==> src/rtl/uart_tx_pkg.sv <==
// Package: shared encodings and decode helpers for the UART frame transmitter.
// Assumes the maximum data word is 16 bits; the word-length codes never ask for more.
package uart_tx_pkg;

    // Parity-select code values (behavioural encoding, fixed by the configuration field)
    typedef enum logic [1:0] {
        PAR_EVEN = 2'b00,
        PAR_ODD  = 2'b01,
        PAR_ZERO = 2'b10,
        PAR_ONE  = 2'b11
    } par_sel_e;

    // Word-length code values
    typedef enum logic [1:0] {
        WL_7  = 2'b00,
        WL_8  = 2'b01,
        WL_15 = 2'b10,
        WL_16 = 2'b11
    } wlen_e;

    // Frame sequencer phases
    typedef enum logic [2:0] {
        PH_IDLE   = 3'd0,
        PH_START  = 3'd1,
        PH_DATA   = 3'd2,
        PH_PARITY = 3'd3,
        PH_STOP   = 3'd4
    } phase_e;

    // Stored frame configuration
    typedef struct packed {
        wlen_e    wlen;
        par_sel_e psel;
        logic     pen;
    } frame_cfg_t;

    localparam frame_cfg_t CFG_RESET = '{wlen: WL_8, psel: PAR_EVEN, pen: 1'b0};

    // Number of data bits carried for a word-length code
    function automatic logic [4:0] data_bits(input wlen_e w);
        case (w)
            WL_7:    return 5'd7;
            WL_8:    return 5'd8;
            WL_15:   return 5'd15;
            default: return 5'd16;
        endcase
    endfunction

endpackage

==> src/rtl/uart_tx_cfg.sv <==
// Module: configuration holding register.
// Accepts a new frame configuration only while init_mode is high; otherwise
// the write strobe is ignored. Resets to 8 data bits, even parity, parity off.
module uart_tx_cfg
    import uart_tx_pkg::*;
(
    input  logic       clk,
    input  logic       rst_n,
    input  logic       init_mode,
    input  logic       cfg_we,
    input  logic [1:0] wlen_in,
    input  logic [1:0] psel_in,
    input  logic       pen_in,
    output frame_cfg_t cfg_q
);

    // Purpose: capture configuration writes gated by init mode
    always_ff @(posedge clk) begin
        if (!rst_n) begin
            cfg_q <= CFG_RESET;
        end else if (cfg_we && init_mode) begin
            cfg_q.wlen <= wlen_e'(wlen_in);
            cfg_q.psel <= par_sel_e'(psel_in);
            cfg_q.pen  <= pen_in;
        end
    end

endmodule

==> src/rtl/uart_tx_parity.sv <==
// Module: parity unit.
// Computes the parity bit over the lowest n_bits of data for the selected mode.
// Purely combinational; assumes n_bits <= DATA_W.
module uart_tx_parity
    import uart_tx_pkg::*;
#(
    parameter int DATA_W = 16,
    parameter int CNT_W  = $clog2(DATA_W + 1)
) (
    input  logic [DATA_W-1:0] data,
    input  logic [CNT_W-1:0]  n_bits,
    input  par_sel_e          sel,
    output logic              par_bit
);

    logic [DATA_W-1:0] mask;
    logic              xor_all;

    // Build a mask of the bit positions that go on the line
    for (genvar g = 0; g < DATA_W; g++) begin : g_mask
        assign mask[g] = (g < int'(n_bits));
    end

    assign xor_all = ^(data & mask);

    // Purpose: select the parity value for the configured mode
    always_comb begin
        case (sel)
            PAR_EVEN: par_bit = xor_all;
            PAR_ODD:  par_bit = ~xor_all;
            PAR_ZERO: par_bit = 1'b0;
            default:  par_bit = 1'b1;
        endcase
    end

endmodule

==> src/rtl/uart_tx_shifter.sv <==
// Module: frame sequencer and shift register.
// On load it captures the data word, bit count and parity decision, then walks
// start, data (LSB first), optional parity and stop, each TICKS_PER_BIT ticks long.
// Assumes load is only raised while idle.
module uart_tx_shifter
    import uart_tx_pkg::*;
#(
    parameter int DATA_W        = 16,
    parameter int TICKS_PER_BIT = 16,
    parameter int CNT_W         = $clog2(DATA_W + 1)
) (
    input  logic              clk,
    input  logic              rst_n,
    input  logic              tick,
    input  logic              load,
    input  logic [DATA_W-1:0] load_data,
    input  logic [CNT_W-1:0]  load_bits,
    input  logic              load_pen,
    input  logic              load_par,
    output logic              txd,
    output logic              busy,
    output logic              done
);

    localparam int TCW = (TICKS_PER_BIT > 1) ? $clog2(TICKS_PER_BIT) : 1;
    localparam logic [TCW-1:0] TLAST = TCW'(TICKS_PER_BIT - 1);

    phase_e             phase;
    logic [DATA_W-1:0]  shreg;
    logic [CNT_W-1:0]   left;
    logic [TCW-1:0]     tcnt;
    logic               has_par;
    logic               par_q;
    logic               bit_end;

    assign bit_end = tick && (tcnt == TLAST);
    assign busy    = (phase != PH_IDLE);

    // Purpose: drive the line level from the current phase
    always_comb begin
        case (phase)
            PH_START:  txd = 1'b0;
            PH_DATA:   txd = shreg[0];
            PH_PARITY: txd = par_q;
            default:   txd = 1'b1;
        endcase
    end

    // Purpose: count ticks within the current bit
    always_ff @(posedge clk) begin
        if (!rst_n || load || phase == PH_IDLE) begin
            tcnt <= '0;
        end else if (tick) begin
            tcnt <= bit_end ? '0 : tcnt + 1'b1;
        end
    end

    // Purpose: advance the frame phases and shift out data
    always_ff @(posedge clk) begin
        if (!rst_n) begin
            phase   <= PH_IDLE;
            shreg   <= '0;
            left    <= '0;
            has_par <= 1'b0;
            par_q   <= 1'b0;
            done    <= 1'b0;
        end else begin
            done <= 1'b0;
            if (phase == PH_IDLE) begin
                if (load) begin
                    phase   <= PH_START;
                    shreg   <= load_data;
                    left    <= load_bits;
                    has_par <= load_pen;
                    par_q   <= load_par;
                end
            end else if (bit_end) begin
                case (phase)
                    PH_START: phase <= PH_DATA;
                    PH_DATA: begin
                        shreg <= shreg >> 1;
                        left  <= left - 1'b1;
                        if (left == CNT_W'(1)) begin
                            phase <= has_par ? PH_PARITY : PH_STOP;
                        end
                    end
                    PH_PARITY: phase <= PH_STOP;
                    default: begin
                        phase <= PH_IDLE;
                        done  <= 1'b1;
                    end
                endcase
            end
        end
    end

endmodule

==> src/rtl/uart_frame_tx.sv <==
// Module: top of the UART frame transmitter.
// Holds the configuration, decodes the frame shape, computes parity and
// starts the sequencer when an enabled write arrives while idle.
// Assumes DATA_W >= 16 so every word-length code fits.
module uart_frame_tx
    import uart_tx_pkg::*;
#(
    parameter int DATA_W        = 16,
    parameter int TICKS_PER_BIT = 16
) (
    input  logic              clk,
    input  logic              rst_n,
    input  logic              tick,
    input  logic              tx_en,
    input  logic              init_mode,
    input  logic              cfg_we,
    input  logic [1:0]        cfg_wlen,
    input  logic [1:0]        cfg_par_sel,
    input  logic              cfg_par_en,
    input  logic              wr_stb,
    input  logic [DATA_W-1:0] wr_data,
    output logic              txd,
    output logic              busy,
    output logic              done
);

    localparam int CNT_W = $clog2(DATA_W + 1);

    frame_cfg_t       cfg;
    logic [CNT_W-1:0] n_bits;
    logic             par_bit;
    logic             accept;

    assign n_bits = CNT_W'(data_bits(cfg.wlen));
    assign accept = wr_stb && tx_en && !busy;

    uart_tx_cfg u_cfg (
        .clk       (clk),
        .rst_n     (rst_n),
        .init_mode (init_mode),
        .cfg_we    (cfg_we),
        .wlen_in   (cfg_wlen),
        .psel_in   (cfg_par_sel),
        .pen_in    (cfg_par_en),
        .cfg_q     (cfg)
    );

    uart_tx_parity #(.DATA_W(DATA_W), .CNT_W(CNT_W)) u_par (
        .data    (wr_data),
        .n_bits  (n_bits),
        .sel     (cfg.psel),
        .par_bit (par_bit)
    );

    uart_tx_shifter #(
        .DATA_W(DATA_W), .TICKS_PER_BIT(TICKS_PER_BIT), .CNT_W(CNT_W)
    ) u_shift (
        .clk       (clk),
        .rst_n     (rst_n),
        .tick      (tick),
        .load      (accept),
        .load_data (wr_data),
        .load_bits (n_bits),
        .load_pen  (cfg.pen),
        .load_par  (par_bit),
        .txd       (txd),
        .busy      (busy),
        .done      (done)
    );

endmodule

==> config.mk <==
export PLATFORM = sky130hd
export DESIGN_NAME = uart_frame_tx
export DESIGN_NICKNAME = d
export VERILOG_FILES = /design/src/rtl/uart_tx_pkg.sv /design/src/rtl/uart_tx_cfg.sv /design/src/rtl/uart_tx_parity.sv /design/src/rtl/uart_tx_shifter.sv /design/src/rtl/uart_frame_tx.sv
export SDC_FILE = /design/constraint.sdc
export NUM_CORES = 1
export LEC_CHECK = 0
export BUFFER_PORTS_ARGS = -buffer_cell sky130_fd_sc_hd__buf_2
export CAP_MARGIN = 20
export CORE_MARGIN = 2
export CORE_UTILIZATION = 46
export DETAILED_ROUTE_END_ITERATION = 6
export PLACE_DENSITY = 0.69
export SYNTH_ARGS = -nofsm -noshare
export SYNTH_HDL_FRONTEND = slang
export SYNTH_SLANG_ARGS = --single-unit
==> constraint.sdc <==
create_clock -name clk -period 2.38 [get_ports clk]
set_clock_uncertainty 0.1 [all_clocks]
set_input_delay 0.357 -clock clk [delete_from_list [all_inputs] [get_ports clk]]
set_output_delay 0.357 -clock clk [all_outputs]
set_load 0.01 [all_outputs]
==> results.cfg <==
[timing]
rsz0062_at_grt = false
setup_viol = 0
post-route-min-period_ns = 2.10
max_slew_margin = 0.638
hold_violations = 0
setup_tns_ns = 0
tightest_slew_ns = 0.543
finalWorstSetupSlack_ns = 0.282
fmax_mhz = 477
layout_worst_path_cycle_share = 0.882
hold_slack_ns = 0.226
slew_violations = 0

[critical_path]
critPathLaunch = u_cfg.cfg_q[4]
start_kind = flop
end_kind = flop
worstPathRequired_ns = 2.50
path_class = flop to flop
cp_max_fo = 4
worstPathArrival_ns = 2.22
worstReg2RegStart = u_cfg.cfg_q[4]
rrSetupSlack_ns = 0.28

[final_layout]
final-instance-count-excl-fill = 295
fin_nets = 278
stdcell_area_um2 = 2240
syn_to_final_growth_pct = 14.0
final_core_util = 0.551
final_layout_size_suffix_gt1_frac = 0.180
nFillCells = 365
diodes = 0

[clocking]
post_cts_resize_count = 0
cts_sinks = 36
post_cts_buffers = 0
cts.hold.buffers_added = 0
cts_tree = done
cts_buffer_depth = 2
cts_max_level = 2
root_buffer = clkbuf_8
cts.reportedPaths.clkPinSlew_ns = 0.07
clk_latency_ns = 0.29
numCtsBuffers = 5

[synth]
yosysWarnings = 0
synth_largest_area_cell = dfxtp_1
synth_cell_types = 38
yosysTopAreaCellShare = 0.367
syn_area_um2 = 1960
synth_area_leaders = dfxtp_1, mux2i_1, o211a_1
synthCells = 219
synth_edf_count = 0
avgSynthCellArea_um2 = 8.96
ys_seq_area_frac = 0.367
syn-num-nets = 253
synthFlopType = dfxtp_1
synth_async_sr_flop_share = 0
ys_ff_latch = 36

[routing]
vias = 1582
drtAntennaViolNets = 0
dr.pass1.iters = 4
wl_um = 3770
wl_per_cell_um = 12.8
vias_per_cell = 5.36
drt_iter0_drc = 68
drc = 0

[pwr]
powerDensity_nw_per_um2 = 660
p_leak_nw = 1.14
ir_drop_uv = 362
p_total_mw = 1.47

[floorplan]
die_y_um = 69.3
initial_core_util = 0.484
dieArea_um2 = 4800
coreArea_um2 = 4060
rows = 23
ioPinCount = 31
die_w_um = 69.3

[placement]
place_area_um2 = 2150
dp_hpwl_um = 2660
placedCellCount = 287
post-place-ws_ns = 0.268
gp_congestion = 0.788
portBuffers = 30

[outcome]
status = completed

[global_routing]
grt_max_degree = 39
antenna_found_initial = 0
grt_pass1_wl_um = 6370
grt_remaining_overflow = 0
grt_pass1_vias = 1477
grtUsageTotal = 0.163

[worst_hold_path]
hold_class = primary input to flop
min_from = wr_data[15]

[flow_run]
maxCapViolations = 0
[area by class of cell]
class | count | area [µm²] | area share
Sequential cell | 36 | 721 | 0.322
Clock buffer | 8 | 90.1 | 0.0403
Inverter | 7 | 26.3 | 0.0118
Tap cell | 50 | 62.6 | 0.0280
Timing Repair Buffer | 32 | 178 | 0.0795
Multi-Input combinational cell | 162 | 1160 | 0.518
[state kept, by name, indices dropped and copies added (netlist names)]
register	flops
u_cfg.cfg_q	5
u_shift.done	1
u_shift.has_par	1
u_shift.left	5
u_shift.par_q	1
u_shift.phase	3
u_shift.shreg	16
u_shift.tcnt	4
[report_power, final]
| part | total [mW] | internal, mW | switching (mW) |
|---|---|---|---|
| Combinational | 0.351 | 0.180 | 0.171 |
| Sequential | 0.680 | 0.646 | 0.0343 |
| Clock | 0.444 | 0.236 | 0.208 |
| Total | 1.47 | 1.06 | 0.413 |
[critical path: stages, from the launching register on]
cell     delay, ns
dfxtp_1       0.37
ha_1          0.25
nand2_1       0.09
xnor2_1       0.18
xnor2_1       0.15
xnor3_1       0.42
or3_1         0.31
a31oi_1       0.15
[layout by cell type, fill, tap and decap left out, drive strengths merged, types with 2 or more instances in the layout]
master  count
nor3        3
nand3       7
dfxtp      36
nand2      36
xnor2       9
xor2        2
ha          6
nand4       2
clkbuf      8
a22oi       2
o211a      15
mux2i      19
o221a       2
xnor3       3
and3        2
nand2b      2
inv         7
buf        32
nor2       12
nor2b       6
a21boi      6
a21oi       4
o21ai      12
[path summary, 6_finish.rpt]
check / cells after the start / end
worst min-delay path: 3 / u_shift.shreg[15]
worst max register to register: 7 / u_shift.par_q
worst max-delay path: 7 / u_shift.par_q
worst min register to register: 2 / u_shift.has_par
[routing by layer]
| layer | wire (µm) | global-route usage | vias up |
|---|---|---|---|
| li1 | - | - | 818 |
| met1 | 1760 | 0.198 | 732 |
| met2 | 1800 | 0.279 | 27 |
| met3 | 160 | 0.0422 | 5 |
| met4 | 46 | 0.0588 | 0 |
| met5 | 0 | 0 | - |
[cell families (layout without fill, tap and decap cells)]
group           after synthesis  count (layout)  share of synthesized area
compound gates               48              48                      0.189
flops                        36              36                      0.367
simple gates                 75              75                      0.180
fa+ha+maj                     6               6                     0.0383
buf+inv                      21              47                     0.0440
xor+xnor                     14              14                     0.0842
mux                          19              19                     0.0969
[synth_stat cells (2+ instances only)]
library cell	number
dfxtp_1	36
a21boi_0	5
nand2_1	36
o21ai_0	12
xor2_1	2
o211a_1	15
nor3_1	2
ha_1	6
inv_1	7
xnor3_1	2
nand4_1	2
nand2b_1	2
buf_2	6
and3_1	2
nor2_1	12
a21oi_1	4
a22oi_1	2
xnor2_1	9
o221a_2	2
nor2b_1	6
mux2i_1	19
nand3_1	7
clkbuf_1	8
No activity file was read; power rests on OpenSTA's default activity.
